$ cat src/rtl/pwmt_pkg.sv
package pwmt_pkg;

   // Control word written at address 1 (bit 6 down to bit 0)
   typedef struct packed {
      logic       inv_en;
      logic       buf_en;
      logic       run;
      logic [1:0] clk_sel;
      logic [1:0] per_sel;
   } pwmt_ctrl_t;

   localparam int unsigned CTRL_W = $bits(pwmt_ctrl_t);

   localparam logic [1:0] ADDR_CMP   = 2'd0;
   localparam logic [1:0] ADDR_CTRL  = 2'd1;
   localparam logic [1:0] ADDR_FFCMD = 2'd2;

   localparam logic [1:0] FFCMD_CLR = 2'b01;
   localparam logic [1:0] FFCMD_SET = 2'b10;

endpackage

$ cat src/rtl/pwmt_tick_sel.sv
module pwmt_tick_sel #(
   parameter int unsigned NSRC  = 3,
   parameter int unsigned SEL_W = 2
) (
   input  logic [NSRC-1:0]  en_vec,
   input  logic [SEL_W-1:0] sel,
   output logic             tick
);
   localparam int unsigned NSLOT = 1 << SEL_W;

   if (NSRC > NSLOT) begin : g_chk
      $error("pwmt_tick_sel: more sources than select codes");
   end

   logic [NSLOT-1:0] slot;

   for (genvar i = 0; i < NSLOT; i++) begin : g_slot
      if (i < NSRC) begin : g_src
         assign slot[i] = en_vec[i];
      end else begin : g_none
         assign slot[i] = 1'b0;
      end
   end

   assign tick = slot[sel];
endmodule

$ cat src/rtl/pwmt_counter.sv
module pwmt_counter #(
   parameter int unsigned CNT_W = 8
) (
   input  logic             clk,
   input  logic             rst_n,
   input  logic             run,
   input  logic             tick,
   input  logic [1:0]       per_sel,
   input  logic [CNT_W-1:0] cmp_act,
   output logic [CNT_W-1:0] top,
   output logic             match_evt,
   output logic             ovf_evt
);
   localparam int unsigned NMODE = 4;

   logic [CNT_W-1:0] cnt;
   logic [CNT_W-1:0] top_tab [NMODE];

   for (genvar m = 0; m < NMODE; m++) begin : g_top
      if (m == 0) begin : g_full
         assign top_tab[m] = '1;
      end else begin : g_pow
         localparam int unsigned TOPV = (1 << (CNT_W - 3 + m)) - 1;
         assign top_tab[m] = TOPV[CNT_W-1:0];
      end
   end

   assign top       = top_tab[per_sel];
   assign match_evt = run && tick && (cnt == cmp_act);
   assign ovf_evt   = run && tick && (cnt >= top);

   always_ff @(posedge clk or negedge rst_n) begin
      if (!rst_n)            cnt <= '0;
      else if (!run)         cnt <= '0;
      else if (ovf_evt)      cnt <= '0;
      else if (tick)         cnt <= cnt + 1'b1;
   end

   AST_STOP_CLEARS: assert property (@(posedge clk) disable iff (!rst_n)
      !run |=> (cnt == '0));
   AST_WRAP_ZERO: assert property (@(posedge clk) disable iff (!rst_n)
      ovf_evt |=> (cnt == '0));
endmodule

$ cat src/rtl/pwmt_cmp_buf.sv
module pwmt_cmp_buf #(
   parameter int unsigned CNT_W = 8
) (
   input  logic             clk,
   input  logic             rst_n,
   input  logic             wr_cmp,
   input  logic [CNT_W-1:0] wdata,
   input  logic             buf_en,
   input  logic             ovf_evt,
   output logic [CNT_W-1:0] cmp_act
);
   logic [CNT_W-1:0] cmp_buf;

   always_ff @(posedge clk or negedge rst_n) begin
      if (!rst_n) begin
         cmp_buf <= '0;
         cmp_act <= '0;
      end else begin
         if (wr_cmp) cmp_buf <= wdata;
         if (wr_cmp && !buf_en)      cmp_act <= wdata;
         else if (ovf_evt && buf_en) cmp_act <= cmp_buf;
      end
   end

   AST_BUF_LOAD: assert property (@(posedge clk) disable iff (!rst_n)
      (ovf_evt && buf_en && !wr_cmp) |=> (cmp_act == $past(cmp_buf)));
   AST_DIRECT_WRITE: assert property (@(posedge clk) disable iff (!rst_n)
      (wr_cmp && !buf_en) |=> (cmp_act == $past(wdata)));
endmodule

$ cat src/rtl/pwmt_out_ff.sv
module pwmt_out_ff
   import pwmt_pkg::*;
(
   input  logic       clk,
   input  logic       rst_n,
   input  logic       cmd_wr,
   input  logic [1:0] cmd,
   input  logic       inv_en,
   input  logic       match_evt,
   input  logic       ovf_evt,
   output logic       ff
);
   logic do_set, do_clr, do_inv;

   assign do_set = cmd_wr && (cmd == FFCMD_SET);
   assign do_clr = cmd_wr && (cmd == FFCMD_CLR);
   assign do_inv = inv_en && (match_evt || ovf_evt);

   always_ff @(posedge clk or negedge rst_n) begin
      if (!rst_n)      ff <= 1'b0;
      else if (do_set) ff <= 1'b1;
      else if (do_clr) ff <= 1'b0;
      else if (do_inv) ff <= ~ff;
   end

   AST_FF_HOLD: assert property (@(posedge clk) disable iff (!rst_n)
      (!cmd_wr && !(match_evt || ovf_evt)) |=> $stable(ff));
   AST_FF_GATED: assert property (@(posedge clk) disable iff (!rst_n)
      (!cmd_wr && !inv_en) |=> $stable(ff));
   AST_FF_ONCE: assert property (@(posedge clk) disable iff (!rst_n)
      (!cmd_wr && inv_en && match_evt && ovf_evt) |=> (ff != $past(ff)));
endmodule

$ cat src/rtl/pwm_cmp_timer.sv
module pwm_cmp_timer
   import pwmt_pkg::*;
#(
   parameter int unsigned CNT_W = 8
) (
   input  logic             clk,
   input  logic             rst_n,
   input  logic             en_div1,
   input  logic             en_div4,
   input  logic             en_div16,
   input  logic             wr_en,
   input  logic [1:0]       wr_addr,
   input  logic [CNT_W-1:0] wr_data,
   output logic             pwm_out,
   output logic             match_irq,
   output logic             period_pulse,
   output logic             cfg_err
);
   if (CNT_W < CTRL_W || CNT_W > 16) begin : g_chk
      $error("pwm_cmp_timer: CNT_W must lie between the control width and 16");
   end

   pwmt_ctrl_t       ctrl_q;
   logic             tick, match_evt, ovf_evt;
   logic             wr_cmp, wr_ctrl, wr_ffcmd;
   logic [CNT_W-1:0] cmp_act, top;

   assign wr_cmp   = wr_en && (wr_addr == ADDR_CMP);
   assign wr_ctrl  = wr_en && (wr_addr == ADDR_CTRL);
   assign wr_ffcmd = wr_en && (wr_addr == ADDR_FFCMD);

   always_ff @(posedge clk or negedge rst_n) begin
      if (!rst_n)       ctrl_q <= '0;
      else if (wr_ctrl) ctrl_q <= pwmt_ctrl_t'(wr_data[CTRL_W-1:0]);
   end

   pwmt_tick_sel #(.NSRC(3), .SEL_W(2)) i_tick (
      .en_vec ({en_div16, en_div4, en_div1}),
      .sel    (ctrl_q.clk_sel),
      .tick   (tick)
   );

   pwmt_counter #(.CNT_W(CNT_W)) i_cnt (
      .clk       (clk),
      .rst_n     (rst_n),
      .run       (ctrl_q.run),
      .tick      (tick),
      .per_sel   (ctrl_q.per_sel),
      .cmp_act   (cmp_act),
      .top       (top),
      .match_evt (match_evt),
      .ovf_evt   (ovf_evt)
   );

   pwmt_cmp_buf #(.CNT_W(CNT_W)) i_cmp (
      .clk     (clk),
      .rst_n   (rst_n),
      .wr_cmp  (wr_cmp),
      .wdata   (wr_data),
      .buf_en  (ctrl_q.buf_en),
      .ovf_evt (ovf_evt),
      .cmp_act (cmp_act)
   );

   pwmt_out_ff i_ff (
      .clk       (clk),
      .rst_n     (rst_n),
      .cmd_wr    (wr_ffcmd),
      .cmd       (wr_data[1:0]),
      .inv_en    (ctrl_q.inv_en),
      .match_evt (match_evt),
      .ovf_evt   (ovf_evt),
      .ff        (pwm_out)
   );

   always_ff @(posedge clk or negedge rst_n) begin
      if (!rst_n) begin
         match_irq    <= 1'b0;
         period_pulse <= 1'b0;
      end else begin
         match_irq    <= match_evt;
         period_pulse <= ovf_evt;
      end
   end

   assign cfg_err = (cmp_act == '0) || (cmp_act >= top) || (ctrl_q.per_sel == 2'b00);

   AST_QUIET_WHEN_STOPPED: assert property (@(posedge clk) disable iff (!rst_n)
      !ctrl_q.run |=> (!match_irq && !period_pulse));
   AST_PULSE_NEEDS_TICK: assert property (@(posedge clk) disable iff (!rst_n)
      !tick |=> (!match_irq && !period_pulse));
endmodule

$ cat config.mk
export PLATFORM = sky130hd
export DESIGN_NAME = pwm_cmp_timer
export DESIGN_NICKNAME = d
export VERILOG_FILES = /design/src/rtl/pwmt_pkg.sv /design/src/rtl/pwmt_tick_sel.sv /design/src/rtl/pwmt_counter.sv /design/src/rtl/pwmt_cmp_buf.sv /design/src/rtl/pwmt_out_ff.sv /design/src/rtl/pwm_cmp_timer.sv
export SDC_FILE = /design/constraint.sdc
export NUM_CORES = 1
export LEC_CHECK = 0
export ABC_AREA = 1
export BUFFER_PORTS_ARGS = -buffer_cell sky130_fd_sc_hd__buf_4
export CELL_PAD_IN_SITES_DETAIL_PLACEMENT = 2
export CELL_PAD_IN_SITES_GLOBAL_PLACEMENT = 2
export CORE_MARGIN = 3
export CORE_UTILIZATION = 34
export DETAILED_ROUTE_END_ITERATION = 16
export PLACE_DENSITY = 0.87
export SLEW_MARGIN = 15
export SYNTH_ARGS = -nofsm -noshare
export SYNTH_HDL_FRONTEND = slang
export SYNTH_HIERARCHICAL = 1
export SYNTH_SLANG_ARGS = --single-unit
export TNS_END_PERCENT = 30
$ cat constraint.sdc
create_clock -name clk -period 2.1 [get_ports clk]
set_input_delay 0.315 -clock clk [delete_from_list [all_inputs] [get_ports clk]]
set_output_delay 0.315 -clock clk [all_outputs]
set_load 0.1 [all_outputs]
==> flow_summary.ini <==
[critical_path]
r2r_end = i_ff/ff
critical-path-max-stage-delay_ns = 0.45
path_cells = ha_4 > inv_1 > inv_1 > ha_1 > nand2_2 > nor2_4 > a21oi_2 > nand4_1 > buf_12
required_ns = 1.78
r2r_cells = 14
critical_path_class = flop to output pin
cp-startpoint = ctrl_q[0]
reg2reg_slack_ns = -0.07
worstSetupStartpointType = flop
cp_common_cell = inv_1
cp_max_fo = 2
r2r-start = ctrl_q[0]
cp.arrival_ns = 1.99
crit_slowest_cell = dfrtp_1
worstSetupEndpointType = output pin

[synth]
netlist_area_um2 = 2170
muxShareOfSynthArea = 0.0363
yosysSeqAreaShare = 0.392
ys_ff_latch = 34
synthAdderAreaFrac = 0.0691
yosysWarnings = 6
synth_top_family_by_area = simple AND/OR/NAND/NOR gates
syn_avg_cell_area_um2 = 7.44
netlist_instances = 292
synth_compound_area_frac = 0.0622
synth-simple-area-share = 0.283
synth.distinct_cells = 26
synth_xor_area_frac = 0.0242

[layout]
nNetsFinal = 350
n_fill_cell = 697
layout_common_cells = nand2_1, inv_1, dfrtp_1, buf_4, nand3_1
layout-drive-gt1-share = 0.238
seqCellArea_um2 = 851
finish.instance_area_um2 = 2670
area_delta_synth_final_pct = 22.9
multi_input_area_um2 = 1190
mostFrequentLayoutCell = nand2_1
diodes = 0

[min_path]
worstHoldPathCells = 3
hp-start = wr_data[5]
hp-class = primary input to flop
whs_endpoint = i_cmp/cmp_buf[5]

[floorplan]
start_util = 0.358
fp.dieW_um = 85.9
die-area_um2 = 7380
core-area_um2 = 6060
ios = 20
std_cell_rows = 28
die_y_um = 85.9

[grt]
grt_max_degree = 35
grt_pass1_vias = 2266
grt_pass1_wl_mm = 11.4
grt-ovfl-total = 0
gr-usage-all-layers = 0.201
antenna_found_initial = 0

[clock_tree]
clk_latency_ns = 0.29
clk_pin_slew_worst_paths_ns = 0.07
cts.sinks = 34
cts_htree_levels = 2
clock_path_buffers = 2
ctsRootBufferMaster = clkbuf_8
cts_buffers = 5
cts_tree = built

[drt]
wire_per_inst_um = 18.2
vias = 1981
antenna_left = 0
routed_wirelength_mm = 7.24
dr.pass1.iters = 4
viasPerCell = 4.98
drt_iter0_drc = 74
drc = 0

[power_and_ir_drop]
power_density_nw_per_um2 = 852
peakVddDrop_uv = 541
power_mw = 2.27
p_leak_nw = 1.41

[sta]
tns_ns = -0.568
max_slew.worst_pin.slew_ns = 0.646
period_share = 1.10
max-slew-margin-rel = 0.568
hold_violations = 0
finClkSkew_ns = 0.00784
clock.fmax_mhz = 433
layout_setup_ws_ns = -0.207
slew_violations = 0
final.min_clock_period_ns = 2.31
setup_viol = 10
rsz0062_at_grt = yes

[placed_design]
dpl_cell_area_um2 = 2390
dp_hpwl_mm = 4.81
port-buffer-count = 19
gp_congestion = 0.760

[run]
maxCapViolCount = 0

[run_status]
status = complete, but fails checks
failed_checks = negative setup slack
[cell type report]
type	count	area share
Multi-Input combinational cell	198	0.446
Tap cell	75	0.0351
Sequential cell	34	0.319
Inverter	55	0.0801
Timing Repair Buffer	28	0.0858
Clock inverter	1	0.00187
Clock buffer	7	0.0323
[synth_stat cells]
master    count  share of area
buf_4         7          0.024
o21ai_0      20          0.046
o21ai_1       2         0.0046
nor3_1        2         0.0046
nor2_1       17          0.029
nand2_2       3         0.0086
or2_2         1         0.0029
nand3_1      20          0.046
inv_1        53          0.092
buf_6         2          0.010
buf_2         1         0.0023
nand3_2       1         0.0046
conb_1        1         0.0017
mux2_2        7          0.036
nand3b_1      1         0.0035
nand2_1      87           0.15
nor2_2        2         0.0058
dfrtp_1      34           0.39
ha_1         12          0.069
xnor2_1       4          0.016
a21oi_1       5          0.012
nand2_4       2          0.010
inv_2         2         0.0035
nand3_4       1         0.0081
xor2_1        2         0.0081
nand4_1       3         0.0086
[critical path: cells and delay by family, from the launching register on]
kind	cells	cell delay [ns]
adders and majority gates	2	0.52
AOI/OAI and AO/OA	1	0.12
buffers and inverters	3	0.33
and+or+nand+nor	3	0.28
DFF	1	0.45
[power breakdown]
group | switching [mW] | leakage [nW] | internal, mW
sequential | 0.131 | 0.429 | 0.759
clock | 0.260 | 0.0482 | 0.265
combinational | 0.528 | 0.929 | 0.331
total | 0.919 | 1.41 | 1.36
[logic make-up after synthesis]
kind of cell / after synthesis
xor+xnor: 6
flops: 34
other cells: 1
simple gates: 140
compound gates: 27
fa+ha+maj: 12
mux: 7
buf+inv: 65
[worst max-delay path by stage]
stage	endpoint	slack, ns	cells after the start
detailed placement	i_cmp/cmp_act[6]	-0.11	12
CTS	cfg_err	-0.17	8
floorplan	cfg_err	-0.31	8
global placement	i_cmp/cmp_act[0]	0.07	12
finish	cfg_err	-0.21	9
global route	cfg_err	-0.30	9
[per-layer routing]
layer | global-route usage | up-vias | share of wire
li1 | - | 946 | -
met1 | 0.235 | 981 | 0.41
met2 | 0.363 | 38 | 0.53
met3 | 0.0384 | 16 | 0.036
met4 | 0.0676 | 0 | 0.023
met5 | 0 | - | 0
[stage by stage]
stage | hold WS [ns] | setup slack (ns) | util | instances
2_1_floorplan | 0.0194 | -0.312 | - | 297
3_3_place_gp | 0.302 | 0.0715 | 0.395 | 384
3_5_place_dp | 0.310 | -0.108 | 0.395 | 384
4_1_cts | 0.231 | -0.168 | 0.420 | 395
5_1_grt | 0.260 | -0.298 | 0.441 | 398
6_report | 0.240 | -0.207 | 0.441 | 398
[sequential cells by signal (all words and copies together) (netlist names)]
signal	count
i_cmp/cmp_buf	8
ctrl_q	7
i_cnt/cnt	8
i_ff/ff	1
period_pulse	1
match_irq	1
i_cmp/cmp_act	8
[repair_timing]
action,4_1_cts,5_1_grt
cloned,0,0
gates resized for setup,8,30
endpoints found under the setup margin,10,10
hold endpoints to repair,34,0
hold buffers,1,0
pin swaps,1,15
setup buffers,2,3
Note: power is estimated with default switching activity, not from simulation.
